--- src/rtl/rfsh_pkg.sv ---
package rfsh_pkg;
  typedef enum logic [1:0] {
    LVL_NONE   = 2'd0,
    LVL_OPPORT = 2'd1,
    LVL_HIGH   = 2'd2,
    LVL_PANIC  = 2'd3
  } rfsh_level_e;
endpackage

--- src/rtl/rfsh_interval_timer.sv ---
module rfsh_interval_timer #(
  parameter int TICK_W = 16
) (
  input  logic              clk,
  input  logic              rst_n,
  input  logic [TICK_W-1:0] cfg_interval_i,
  input  logic              hot_i,
  output logic              tick_o
);
  logic [TICK_W-1:0] cnt_q;
  logic              load_q;
  logic [TICK_W-1:0] period;

  // halve the period when hot; never allow a zero period
  always_comb begin
    period = hot_i ? (cfg_interval_i >> 1) : cfg_interval_i;
    if (period == '0) period = TICK_W'(1);
  end

  assign tick_o = !load_q && (cnt_q == '0);

  // the period is sampled only at a reload, so a flag change waits for the next expiry
  always_ff @(posedge clk) begin
    if (!rst_n) begin
      cnt_q  <= '0;
      load_q <= 1'b1;
    end else if (load_q || tick_o) begin
      cnt_q  <= period - TICK_W'(1);
      load_q <= 1'b0;
    end else begin
      cnt_q  <= cnt_q - TICK_W'(1);
    end
  end
endmodule

--- src/rtl/rfsh_debt_tracker.sv ---
module rfsh_debt_tracker
  import rfsh_pkg::*;
#(
  parameter int DEBT_MAX = 9,
  parameter int HIPRI_TH = 5,
  parameter int PANIC_TH = 8,
  parameter int DW       = $clog2(DEBT_MAX + 1)
) (
  input  logic          clk,
  input  logic          rst_n,
  input  logic          tick_i,
  input  logic          done_i,
  input  logic          idle_i,
  output logic [DW-1:0] debt_o,
  output rfsh_level_e   level_o
);
  logic [DW-1:0] debt_q, debt_d;
  logic          pay;

  assign pay = done_i && (debt_q != '0);

  always_comb begin
    unique case ({tick_i, pay})
      2'b10:   debt_d = (debt_q == DW'(DEBT_MAX)) ? debt_q : debt_q + DW'(1);
      2'b01:   debt_d = debt_q - DW'(1);
      default: debt_d = debt_q;
    endcase
  end

  always_ff @(posedge clk) begin
    if (!rst_n) debt_q <= '0;
    else        debt_q <= debt_d;
  end

  always_comb begin
    if (debt_q >= DW'(PANIC_TH))               level_o = LVL_PANIC;
    else if (debt_q >= DW'(HIPRI_TH))          level_o = LVL_HIGH;
    else if ((debt_q != '0) && idle_i)         level_o = LVL_OPPORT;
    else                                       level_o = LVL_NONE;
  end

  assign debt_o = debt_q;
endmodule

--- src/rtl/rfsh_urgency_ctl.sv ---
module rfsh_urgency_ctl
  import rfsh_pkg::*;
#(
  parameter int NUM_RANKS = 4,
  parameter int TICK_W    = 16,
  parameter int DEBT_MAX  = 9,
  parameter int HIPRI_TH  = 5,
  parameter int PANIC_TH  = 8
) (
  input  logic                   clk,
  input  logic                   rst_n,
  input  logic [TICK_W-1:0]      cfg_interval_i,
  input  logic                   hot_i,
  input  logic [NUM_RANKS-1:0]   rank_idle_i,
  input  logic [NUM_RANKS-1:0]   done_i,
  output logic [NUM_RANKS-1:0]   req_o,
  output logic [2*NUM_RANKS-1:0] level_o
);
  localparam int DW = $clog2(DEBT_MAX + 1);

  logic                  tick;
  logic [NUM_RANKS*DW-1:0] debt_flat;

  rfsh_interval_timer #(.TICK_W(TICK_W)) timer_i (
    .clk            (clk),
    .rst_n          (rst_n),
    .cfg_interval_i (cfg_interval_i),
    .hot_i          (hot_i),
    .tick_o         (tick)
  );

  for (genvar r = 0; r < NUM_RANKS; r++) begin : g_rank
    rfsh_level_e lvl;
    rfsh_debt_tracker #(
      .DEBT_MAX (DEBT_MAX),
      .HIPRI_TH (HIPRI_TH),
      .PANIC_TH (PANIC_TH),
      .DW       (DW)
    ) trk_i (
      .clk     (clk),
      .rst_n   (rst_n),
      .tick_i  (tick),
      .done_i  (done_i[r]),
      .idle_i  (rank_idle_i[r]),
      .debt_o  (debt_flat[r*DW +: DW]),
      .level_o (lvl)
    );
    assign level_o[2*r +: 2] = lvl;
    assign req_o[r]          = (lvl != LVL_NONE);
  end
endmodule

--- config.mk ---
export PLATFORM = sky130hd
export DESIGN_NAME = rfsh_urgency_ctl
export DESIGN_NICKNAME = d
export VERILOG_FILES = /design/src/rtl/rfsh_pkg.sv /design/src/rtl/rfsh_interval_timer.sv /design/src/rtl/rfsh_debt_tracker.sv /design/src/rtl/rfsh_urgency_ctl.sv
export SDC_FILE = /design/constraint.sdc
export NUM_CORES = 1
export LEC_CHECK = 0
export BUFFER_PORTS_ARGS = -buffer_cell sky130_fd_sc_hd__buf_2
export CAP_MARGIN = 20
export CELL_PAD_IN_SITES_DETAIL_PLACEMENT = 1
export CELL_PAD_IN_SITES_GLOBAL_PLACEMENT = 2
export CORE_ASPECT_RATIO = 0.9
export CORE_MARGIN = 2
export CORE_UTILIZATION = 31
export CTS_CLUSTER_SIZE = 8
export DETAILED_ROUTE_END_ITERATION = 7
export PLACE_DENSITY_LB_ADDON = 0.15
export SETUP_SLACK_MARGIN = 0.05
export SYNTH_ARGS = -nofsm -noshare
export SYNTH_HDL_FRONTEND = slang
export SYNTH_SLANG_ARGS = --single-unit
--- constraint.sdc ---
create_clock -name clk -period 3.55 [get_ports clk]
set_clock_uncertainty 0.1 [all_clocks]
set_input_delay 0.1775 -clock clk [delete_from_list [all_inputs] [get_ports clk]]
set_output_delay 0.1775 -clock clk [all_outputs]
set_load 0.02 [all_outputs]
After elaboration in Yosys (flattened, before gate mapping):

Cells that the tools add are included.
W data, S select, Z words.

* register bits: 33
* output and inout bits: 12
* logic and storage cells: 92

* $add $sub $neg: 10
* order comparisons: 8
* eq/ne operators: 16
* mux-type cells: 23
* reduce and logical (&&, ||, !) cells: 29

Operators with widths (count)
* $mux W16: 3
* $logic_not A16 Y1: 2
* $pmux W4 S2: 4
* $sub A16 B1 Y16 const B: 2
* $add A4 B1 Y4 const B: 4
* $eq A4 B4 Y1 const B: 4
* $ge A4 B3 Y1 const B: 4
* $ge A4 B4 Y1 const B: 4
* $mux W2: 8
* $mux W4: 4
* $reduce_bool A2 Y1: 8
* $reduce_bool A4 Y1: 4
* $sub A4 B1 Y4 const B: 4
* $logic_and A1 B1 Y1: 9
* $eq A2 B1 Y1 const B: 4
* $eq A2 B2 Y1 const B: 4
* $ne A2 B2 Y1 const B: 4
* $reduce_and A2 Y1: 4
* $mux W1: 4
* $logic_not A1 Y1: 1
* $logic_or A1 B1 Y1: 1

Logic depth before layout (Yosys ltp):

Gate-level depths: netlist (run 1).

* depth in word-level cells: 6
* depth in mapped cells: 14
* gate-level depth less buffers: 12

By module:

Synthesis (run 1) repeated with hierarchy kept, for this count alone.

* cells, all modules: 393
* area total of the unflattened synthesis: 3119.2 um^2

Modules (own cells, without submodules)
* rfsh_debt_tracker: times used 4, cells an instance 50, area an instance 400.4 um^2, sequential area each 80.1 um^2
* rfsh_interval_timer: times used 1, cells an instance 189, area an instance 1492.7 um^2, sequential area each 340.3 um^2
* rfsh_urgency_ctl: times used 1, cells an instance 4, area an instance 25.0 um^2, sequential area each 0.0 um^2

Worst setup path before layout (run 1):

Ideal clock, no wire load.

* path type: reg2reg
* start: register timer_i.cnt_q[14]
* end: register timer_i.cnt_q[14]
* setup time: 86 ps
* data arrival time: 3626 ps
* setup slack: -261 ps
* stages on the path, launching flop included: 14
* buffers on the path: 2
* clock period less this slack: 3811 ps
* path through: dfxtp_1 -> nor4_1 -> and4_1 -> a21o_1 -> buf_4 -> buf_2 -> mux2i_1 -> ha_1 -> or4b_4 -> or4_4 -> a2111oi_4 -> xnor2_1 -> nor2_1 -> a211oi_1

* word-level cells in the longest chain between the ends: 4

RTL lines
* start: declaration: RTL line rfsh_interval_timer.sv:10 `logic [TICK_W-1:0] cnt_q;`
* start signal: assignment: RTL line rfsh_interval_timer.sv:28 `cnt_q <= period - TICK_W'(1);`
* start signal: assignment: RTL line rfsh_interval_timer.sv:31 `cnt_q <= cnt_q - TICK_W'(1);`
* branches (longest 3 deep; another with $sub A16 B1 Y16)
* $mux W16 *: RTL line rfsh_interval_timer.sv:27 `end else if (load_q || tick_o) begin`

Every way passes the cells marked *.
A chain may end at the register's enable or synchronous reset.

Worst setup path after layout (run 1):

* start: register timer_i.cnt_q[11]
* end: register timer_i.cnt_q[14]

Same word-level chain as after synthesis.

==> results of run 1 <==
## cell type report
type | count | area, µm²
Timing Repair Buffer | 60 | 355.3
Clock buffer | 5 | 68.82
Sequential cell | 33 | 660.6
Multi-Input combinational cell | 267 | 1952
Fill cell | 1032 | 5185
Inverter | 14 | 52.55
Clock inverter | 3 | 65.06
Tap cell | 119 | 148.9
## critical path, cell delays in order (launching register included)
cell	delay, ps
dfxtp_1	350
nor4_4	300
and4_4	280
a21o_1	150
mux2i_1	230
ha_2	210
or4b_4	470
or4_4	490
a2111oi_4	240
xnor2_1	160
nor2_1	50
a211oi_1	210
## state kept, by name, indices dropped and copies added, names as in the netlist
name	count
timer_i.load_q	1
g_rank.trk_i.debt_o	16
timer_i.cnt_q	16
## synth_stat cells (6+ instances only)
cell type,number,area (µm²)
inv_1,14,52.55
mux2_2,6,67.56
dfxtp_1,33,660.6
nor3_1,9,45.04
or3_1,10,62.56
nand2b_1,8,50.05
xnor2_1,14,122.6
nor2_1,35,131.4
a21oi_1,25,125.1
ha_1,9,112.6
nor2b_1,7,43.79
a21o_1,14,105.1
a211oi_1,8,60.06
nand2_1,15,56.30
mux2i_1,22,220.2
nor4_1,8,50.05
o21ai_0,11,55.05
## per-stage QoR
step,std cells,power (W),utilization (%),hold WS [ps]
6_report,501,0.001968,38.92,116.6
5_1_grt,501,0.002130,38.92,117.9
4_1_cts,501,0.001976,38.53,107.2
3_3_place_gp,492,0.001501,36.84,414.4
2_1_floorplan,326,0.001228,-,199.2
3_5_place_dp,492,0.001532,36.84,416.7
## metal layers
layer  part of all wire, %  GRT usage (%)  vias up
met5                     0              0        -
met4                  0.41          2.000        0
met3                   2.2          2.744        6
met2                    45          27.63       32
met1                    53          26.57     1313
li1                      -              -     1325
## path summary, 6_finish.rpt
path                            slack (ps)                                endpoint                                   start
worst max-delay path                   220            timer_i.cnt_q[14]$_SDFF_PN0_            timer_i.cnt_q[11]$_SDFF_PN0_
worst min-delay path                   120            timer_i.cnt_q[15]$_SDFF_PN0_                                   rst_n
worst max register to register         220            timer_i.cnt_q[14]$_SDFF_PN0_            timer_i.cnt_q[11]$_SDFF_PN0_
worst min register to register         430  g_rank[0].trk_i.debt_o[2]$_SDFFE_PN0P_  g_rank[0].trk_i.debt_o[2]$_SDFFE_PN0P_
## cell families after synthesis
kind of cell	count (synthesis)
simple gates	116
compound gates	91
flops	33
mux	28
buf+inv	26
xor+xnor	19
fa+ha+maj	13
## report_power, final
part	switching [W]	internal, W
Sequential	0.000112	0.000445
Combinational	0.000533	0.000445
Clock	0.000154	0.000279
## what timing repair did
item | 4_1_cts | 5_1_grt
hold buffers | 0 | 0
pin swaps | 1 | 2
buffers inserted | 1 | 0
setup endpoints to repair | 2 | 3
resized for setup | 1 | 6
==> key figures, run 1 <==
Placement
  – Weighted congestion at the end of routability-driven global placement: 0.7796
  – Placed Area: 0.003127 mm²
  – Pre-CTS setup slack: 0.3628 ps
  – Estimated wirelength of the detail-placed design: 6417 µm
  – Port Buf Inserts: 38

Floorplan
  – Die area: 0.009398 mm²
  – Ports placed on the boundary: 39
  – Floorplan die height: 92.17 µm
  – Horizontal die dimension: 102.0 µm
  – Starting utilization of the core area: 31.54%
  – Number of placement rows: 32
  – Core region area: 0.008488 mm²

Timing
  – Setup repair after global routing missed its margin: false
  – Clock period minus worst slack: 3329 ps
  – Final count of hold timing violations: 0
  – Share of the clock period used by the worst path after layout: 93.77%
  – Fin Setup TNS: 0 ps
  – Least-Margin Pin Slew: 763.8 ps
  – Final slew viol count: 0
  – Final WS setup: 221.2 ps
  – Final setup fails: 0
  – Worst slew margin relative to its limit: 48.78%
  – Max Clk Rate: 300.4 MHz

Synth
  – Post-Synth Adder-Cell Area: 7.196%
  – Xor and xnor fraction of the mapped netlist area: 6.215%
  – Mux share of post-synthesis cell area: 10.75%
  – Share of flip-flops with an asynchronous set or reset: 0%
  – Share of synthesized area occupied by flip-flops and latches: 24.67%
  – Synthesized cell area: 0.002678 mm²
  – Most used flip-flop cell after synthesis: dfxtp_1
  – Post-Synthesis Net Count: 366
  – Synthesis-stage register bit count: 33
  – Post-synthesis cell type count: 53
  – Largest family of logic cells by synthesized area: compound AO/OA/AOI/OAI gates
  – Area fraction in and, or, nand and nor cells after synthesis: 22.80%
  – Yosys warning total: 0
  – Post-Synthesis Mean Instance Area: 8.213 µm²
  – EDFF count, synth: 0
  – Fraction of the mapped netlist area in compound gates: 24.30%
  – Count of mapped cells out of synthesis: 326

CTS
  – CTS Root Buffer Type: clkbuf_8
  – Number of clock buffers inserted by TritonCTS: 5
  – TritonCTS clock tree: built
  – Clock transition at the register clock pins on the worst setup and hold paths after CTS: 80 ps
  – Clock latency on the worst-skew pair: 290 ps
  – # clock sinks: 33
  – Bufs on Longest Clock Path: 2
  – Htree depth: 2

Hold path
  – Worst Hold Class: in -> reg
  – Number of stages on the worst hold path: 2

Job
  – Max-Cap Viols: 0

Outcome
  – Outcome: completed

Cells and area
  – Leading cell type in the layout, fill and taps excluded: buf_2
  – Final standard cell area without fillers: 0.003303 mm²
  – Area growth from synthesis to layout: 23.36%
  – Share of final-layout standard cells stronger than drive strength 1: 25.65%
  – Number of diodes added for antenna fixing: 0
  – Net count reported at finish: 421
  – Top library cells by usage in the layout, fill and taps aside: 38 x buf_2, 35 x nor2_1, 33 x dfxtp_1

Global route
  – Initial antenna violation count: 0
  – Via count of the first global-routing pass: 2642
  – Maximum number of pins on one net before global-route repair: 20
  – GRT Total Usage: 17.77%
  – Wire length of the first global-routing pass: 13400 µm
  – Global-route congestion overflow total: 0

Drt
  – DRC violations left: 0
  – First drt pass iteration count: 5
  – Routed via count: 2676
  – Final routed wire length divided by cell count: 16.08 µm
  – Via/cell ratio: 5.341
  – Number of DRC markers after the initial detailed-route iteration: 78
  – Overall routed net length: 8057 µm
  – Remaining number of nets flagged by the antenna check after routing: 0

Critical path
  – CP startpoint kind: flop
  – Data arrival time of the worst path: 3430 ps
  – Required time reported for the critical path endpoint: 3650 ps
  – Depth of the most critical reg-to-reg path: 11
  – Worst setup path class: reg -> reg
  – Kind of end point of the critical path: flop
  – CP Max Fanout: 4

Pwr
  – Leak pwr: 1.469 nW
  – Power per standard cell area: 595.7 mW/mm²
  – Worst supply voltage drop on vdd: 0.3225 mV
Note: power is estimated with default switching activity, not from simulation.
==> run 2: changes to the inputs <==
- SETUP_SLACK_MARGIN: 0.05 -> 0.02
- SYNTH_HIERARCHICAL: not set -> 1
==> key figures, run 2 <==
Timing
  – Least-Margin Pin Slew: 614.9 ps (-148.9 ps)
  – Final slew viol count: 0 (unchanged)
  – Setup repair after global routing missed its margin: false
  – Final count of hold timing violations: 0 (unchanged)
  – Max Clk Rate: 320.8 MHz (+6.8%)
  – Fin Setup TNS: 0 ps (unchanged)
  – Share of the clock period used by the worst path after layout: 87.81% (-6.0 points)
  – Final WS setup: 432.8 ps (+211.6 ps)
  – Clock period minus worst slack: 3117 ps (-211.6 ps)
  – Final setup fails: 0 (unchanged)
  – Worst slew margin relative to its limit: 59.01% (+10 points)

Placement
  – Estimated wirelength of the detail-placed design: 6540 µm (+1.9%)
  – Pre-CTS setup slack: 428.6 ps (+428.2 ps)
  – Port Buf Inserts: 38 (unchanged)
  – Weighted congestion at the end of routability-driven global placement: 0.7720 (-0.97%)

Drt
  – Number of DRC markers after the initial detailed-route iteration: 130 (+67%)
  – Routed wl met2: 4087 µm (+13%)
  – Met1 wire length: 4307 µm (+1.7%)
  – Remaining number of nets flagged by the antenna check after routing: 0 (unchanged)
  – Via/cell ratio: 5.493 (+2.8%)
  – Overall routed net length: 8663 µm (+7.5%)
  – First drt pass iteration count: 4 (-1)
  – Top sig layer: met4
  – Final routed wire length divided by cell count: 15.69 µm (-2.4%)
  – Routed via count: 3032 (+13%)
  – DRC violations left: 0 (unchanged)
  – Routed length on met3: 159 µm (-8.6%)

Critical path
  – Kind of end point of the critical path: flop
  – Depth of the most critical reg-to-reg path: 11 (unchanged)
  – Worst setup path class: reg -> reg
  – Data arrival time of the worst path: 3240 ps (-190 ps)
  – CP Max Fanout: 19 (+15)
  – Setup crit end: g_rank[3].trk_i/debt_o[2]$_SDFFE_PN0P_
  – Worst flop-to-flop path startpoint: timer_i/cnt_q[6]$_SDFF_PN0_
  – Worst reg2reg endpoint: g_rank[3].trk_i/debt_o[2]$_SDFFE_PN0P_
  – CP startpoint kind: flop
  – Reg2Reg Setup Slack: 430 ps (+210 ps)
  – Launching element of the worst setup path: timer_i/cnt_q[6]$_SDFF_PN0_
  – Required time reported for the critical path endpoint: 3670 ps (+20 ps)

Cells and area
  – Share of final-layout standard cells stronger than drive strength 1: 24.88% (-0.77 points)
  – Area growth from synthesis to layout: 12.92%
  – Top library cells by usage in the layout, fill and taps aside: 44 x nand2_1, 38 x buf_2, 33 x dfxtp_1
  – Filler Cell Count: 1189 (+15%)
  – Net count reported at finish: 457 (+8.6%)
  – Number of diodes added for antenna fixing: 0 (unchanged)
  – Leading cell type in the layout, fill and taps excluded: nand2_1

Pwr
  – Power per standard cell area: 550.6 mW/mm² (-7.6%)
  – Power after layout: 0.001939 W (-1.4%)
  – Leak pwr: 1.439 nW (-2.0%)
  – Worst supply voltage drop on vdd: 0.2611 mV (-19%)

CTS
  – Bufs on Longest Clock Path: 2 (unchanged)
  – TritonCTS clock tree: built
  – Post-CTS setup-driven buffer insertion count: 0 (-1)
  – Post-cts hold buffer count: 0 (unchanged)
  – Clock transition at the register clock pins on the worst setup and hold paths after CTS: 80 ps (about the same)
  – Number of clock buffers inserted by TritonCTS: 5 (unchanged)
  – # clock sinks: 33 (unchanged)
  – Htree depth: 2 (unchanged)
  – CTS Root Buffer Type: clkbuf_8
  – Number of gates resized after cts: 0 (-1)
  – Clock latency on the worst-skew pair: 290 ps (about the same)

Global route
  – Wire length of the first global-routing pass: 14650 µm (+9.3%)
  – Global-route congestion overflow total: 0 (unchanged)
  – Initial antenna violation count: 0 (unchanged)
  – GRT Total Usage: 16.83% (-0.94 points)
  – Via count of the first global-routing pass: 2936 (+11%)
  – Maximum number of pins on one net before global-route repair: 21 (+5.0%)

Synth
  – Synth top cells by count: 44 x nand2_1, 33 x dfxtp_1, 27 x o21ai_0
  – Post-Synthesis Net Count: 425 (+16%)
  – Share of synthesized area occupied by flip-flops and latches: 21.18% (-3.5 points)
  – Most repeated cell in the gate-level netlist after synthesis: nand2_1
  – Synthesis-stage register bit count: 33 (unchanged)
  – Count of mapped cells out of synthesis: 393 (+21%)
  – Most area-consuming cells after synthesis: dfxtp_1 21%, mux2i_1 5.8%, nand2_1 5.3%, o21ai_0 4.3%, nor4_4 4.1%
  – Share of flip-flops with an asynchronous set or reset: 0% (unchanged)
  – Synthesized cell area: 0.003119 mm² (+16%)
  – Yosys warning total: 6 (+6)
  – Cell type with the highest aggregate area in the netlist: dfxtp_1
  – Most used flip-flop cell after synthesis: dfxtp_1
  – Top-area cell type share of the netlist area: 21.18% (-3.5 points)
  – Post-Synthesis Mean Instance Area: 7.937 µm² (-3.4%)
  – Post-synthesis cell type count: 65 (+23%)
  – EDFF count, synth: 0 (unchanged)

Floorplan
  – Ports placed on the boundary: 39 (unchanged)
  – Number of placement rows: 34 (+6.3%)
  – Floorplan die height: 99.16 µm (+7.6%)
  – Starting utilization of the core area: 32.02% (+0.47 points)
  – Core region area: 0.009742 mm² (+15%)
  – Horizontal die dimension: 109.7 µm (+7.6%)
  – Die area: 0.01088 mm² (+16%)

Hold path
  – Number of stages on the worst hold path: 2 (unchanged)
  – Worst Hold Class: in -> reg

Job
  – Max-Cap Viols: 0 (unchanged)

Outcome
  – Outcome: completed
run 2: changes by cell type after synthesis, moves of 6 or more:
| cell | before | now |
|---|---|---|
| a211oi_2 | 0 | 8 |
| nand2_1 | 15 | 44 |
| o21ai_0 | 11 | 27 |
| nor2_1 | 35 | 22 |
| xnor2_1 | 14 | 3 |
| a21o_1 | 14 | 6 |
| nor4_1 | 8 | 1 |
| nor4_4 | 0 | 6 |
| nor2b_1 | 7 | 1 |
| nand3_1 | 5 | 11 |
| o21a_1 | 0 | 9 |
run 2: worst min path at each step:
| stage | start | end | slack [ps] |
|---|---|---|---|
| 2_1_floorplan | rst_n | g_rank[0].trk_i/debt_o[1]$_SDFFE_PN0P_ | 190 |
| 3_3_place_gp | timer_i/cnt_q[12]$_SDFF_PN0_ | timer_i/cnt_q[12]$_SDFF_PN0_ | 500 |
| 3_5_place_dp | timer_i/cnt_q[12]$_SDFF_PN0_ | timer_i/cnt_q[12]$_SDFF_PN0_ | 510 |
| 4_1_cts | rst_n | g_rank[2].trk_i/debt_o[1]$_SDFFE_PN0P_ | 220 |
| 5_1_grt | rst_n | g_rank[2].trk_i/debt_o[1]$_SDFFE_PN0P_ | 250 |
| 6_report | rst_n | g_rank[2].trk_i/debt_o[1]$_SDFFE_PN0P_ | 220 |
run 2: worst max-delay path: stages (launching register included):
cell	delay, ps
dfxtp_1	340
nor3_1	410
nand3_2	190
nor3_2	220
buf_4	240
nand2b_4	180
nor2_1	60
xor2_1	150
ha_1	200
or4_1	520
a211oi_2	230
mux2i_1	190
run 2: metrics by stage:
| stage | cell area (µm²) | cells | hold WS, ps | util [%] |
|---|---|---|---|---|
| finish | 3522 | 552 | 224.2 | 36.15 |
| global route | 3522 | 552 | 246.6 | 36.15 |
| CTS | 3522 | 552 | 224.7 | 36.15 |
| detailed placement | 3402 | 544 | 510.0 | 34.92 |
| global placement | 3402 | 544 | 495.5 | 34.92 |
| floorplan | 3124 | 393 | 195.0 | - |
run 2: report_power, final:
group          internal (W)  switching, W
sequential         0.000435      0.000155
combinational      0.000431      0.000543
clock              0.000228      0.000148
run 2: logic make-up (layout without fill, tap and decap cells):
group | Yosys count | after routing | share of synthesized area, %
fa+ha+maj | 5 | 5 | 2.006
xor+xnor | 11 | 11 | 3.089
buf+inv | 34 | 67 | 5.615
mux | 23 | 23 | 7.581
simple gates | 167 | 167 | 32.97
compound gates | 120 | 120 | 27.56
flops | 33 | 33 | 21.18
run 2: area by class of cell:
type                            instances  area, µm²  share of cell area (%)
Multi-Input combinational cell        326       2288                   64.97
Sequential cell                        33      660.6                   18.76
Timing Repair Buffer                   45      242.7                   6.892
Tap cell                              126      157.7                   4.476
Clock buffer                            6      82.58                   2.345
Inverter                               14      52.55                   1.492
Clock inverter                          2      37.54                   1.066
run 2: per-layer routing:
layer  track usage (%)  vias to the layer above
met5                 0                        -
met4             4.576                        0
met3             2.425                       10
met2             27.68                       23
met1             22.96                     1478
li1                  -                     1521
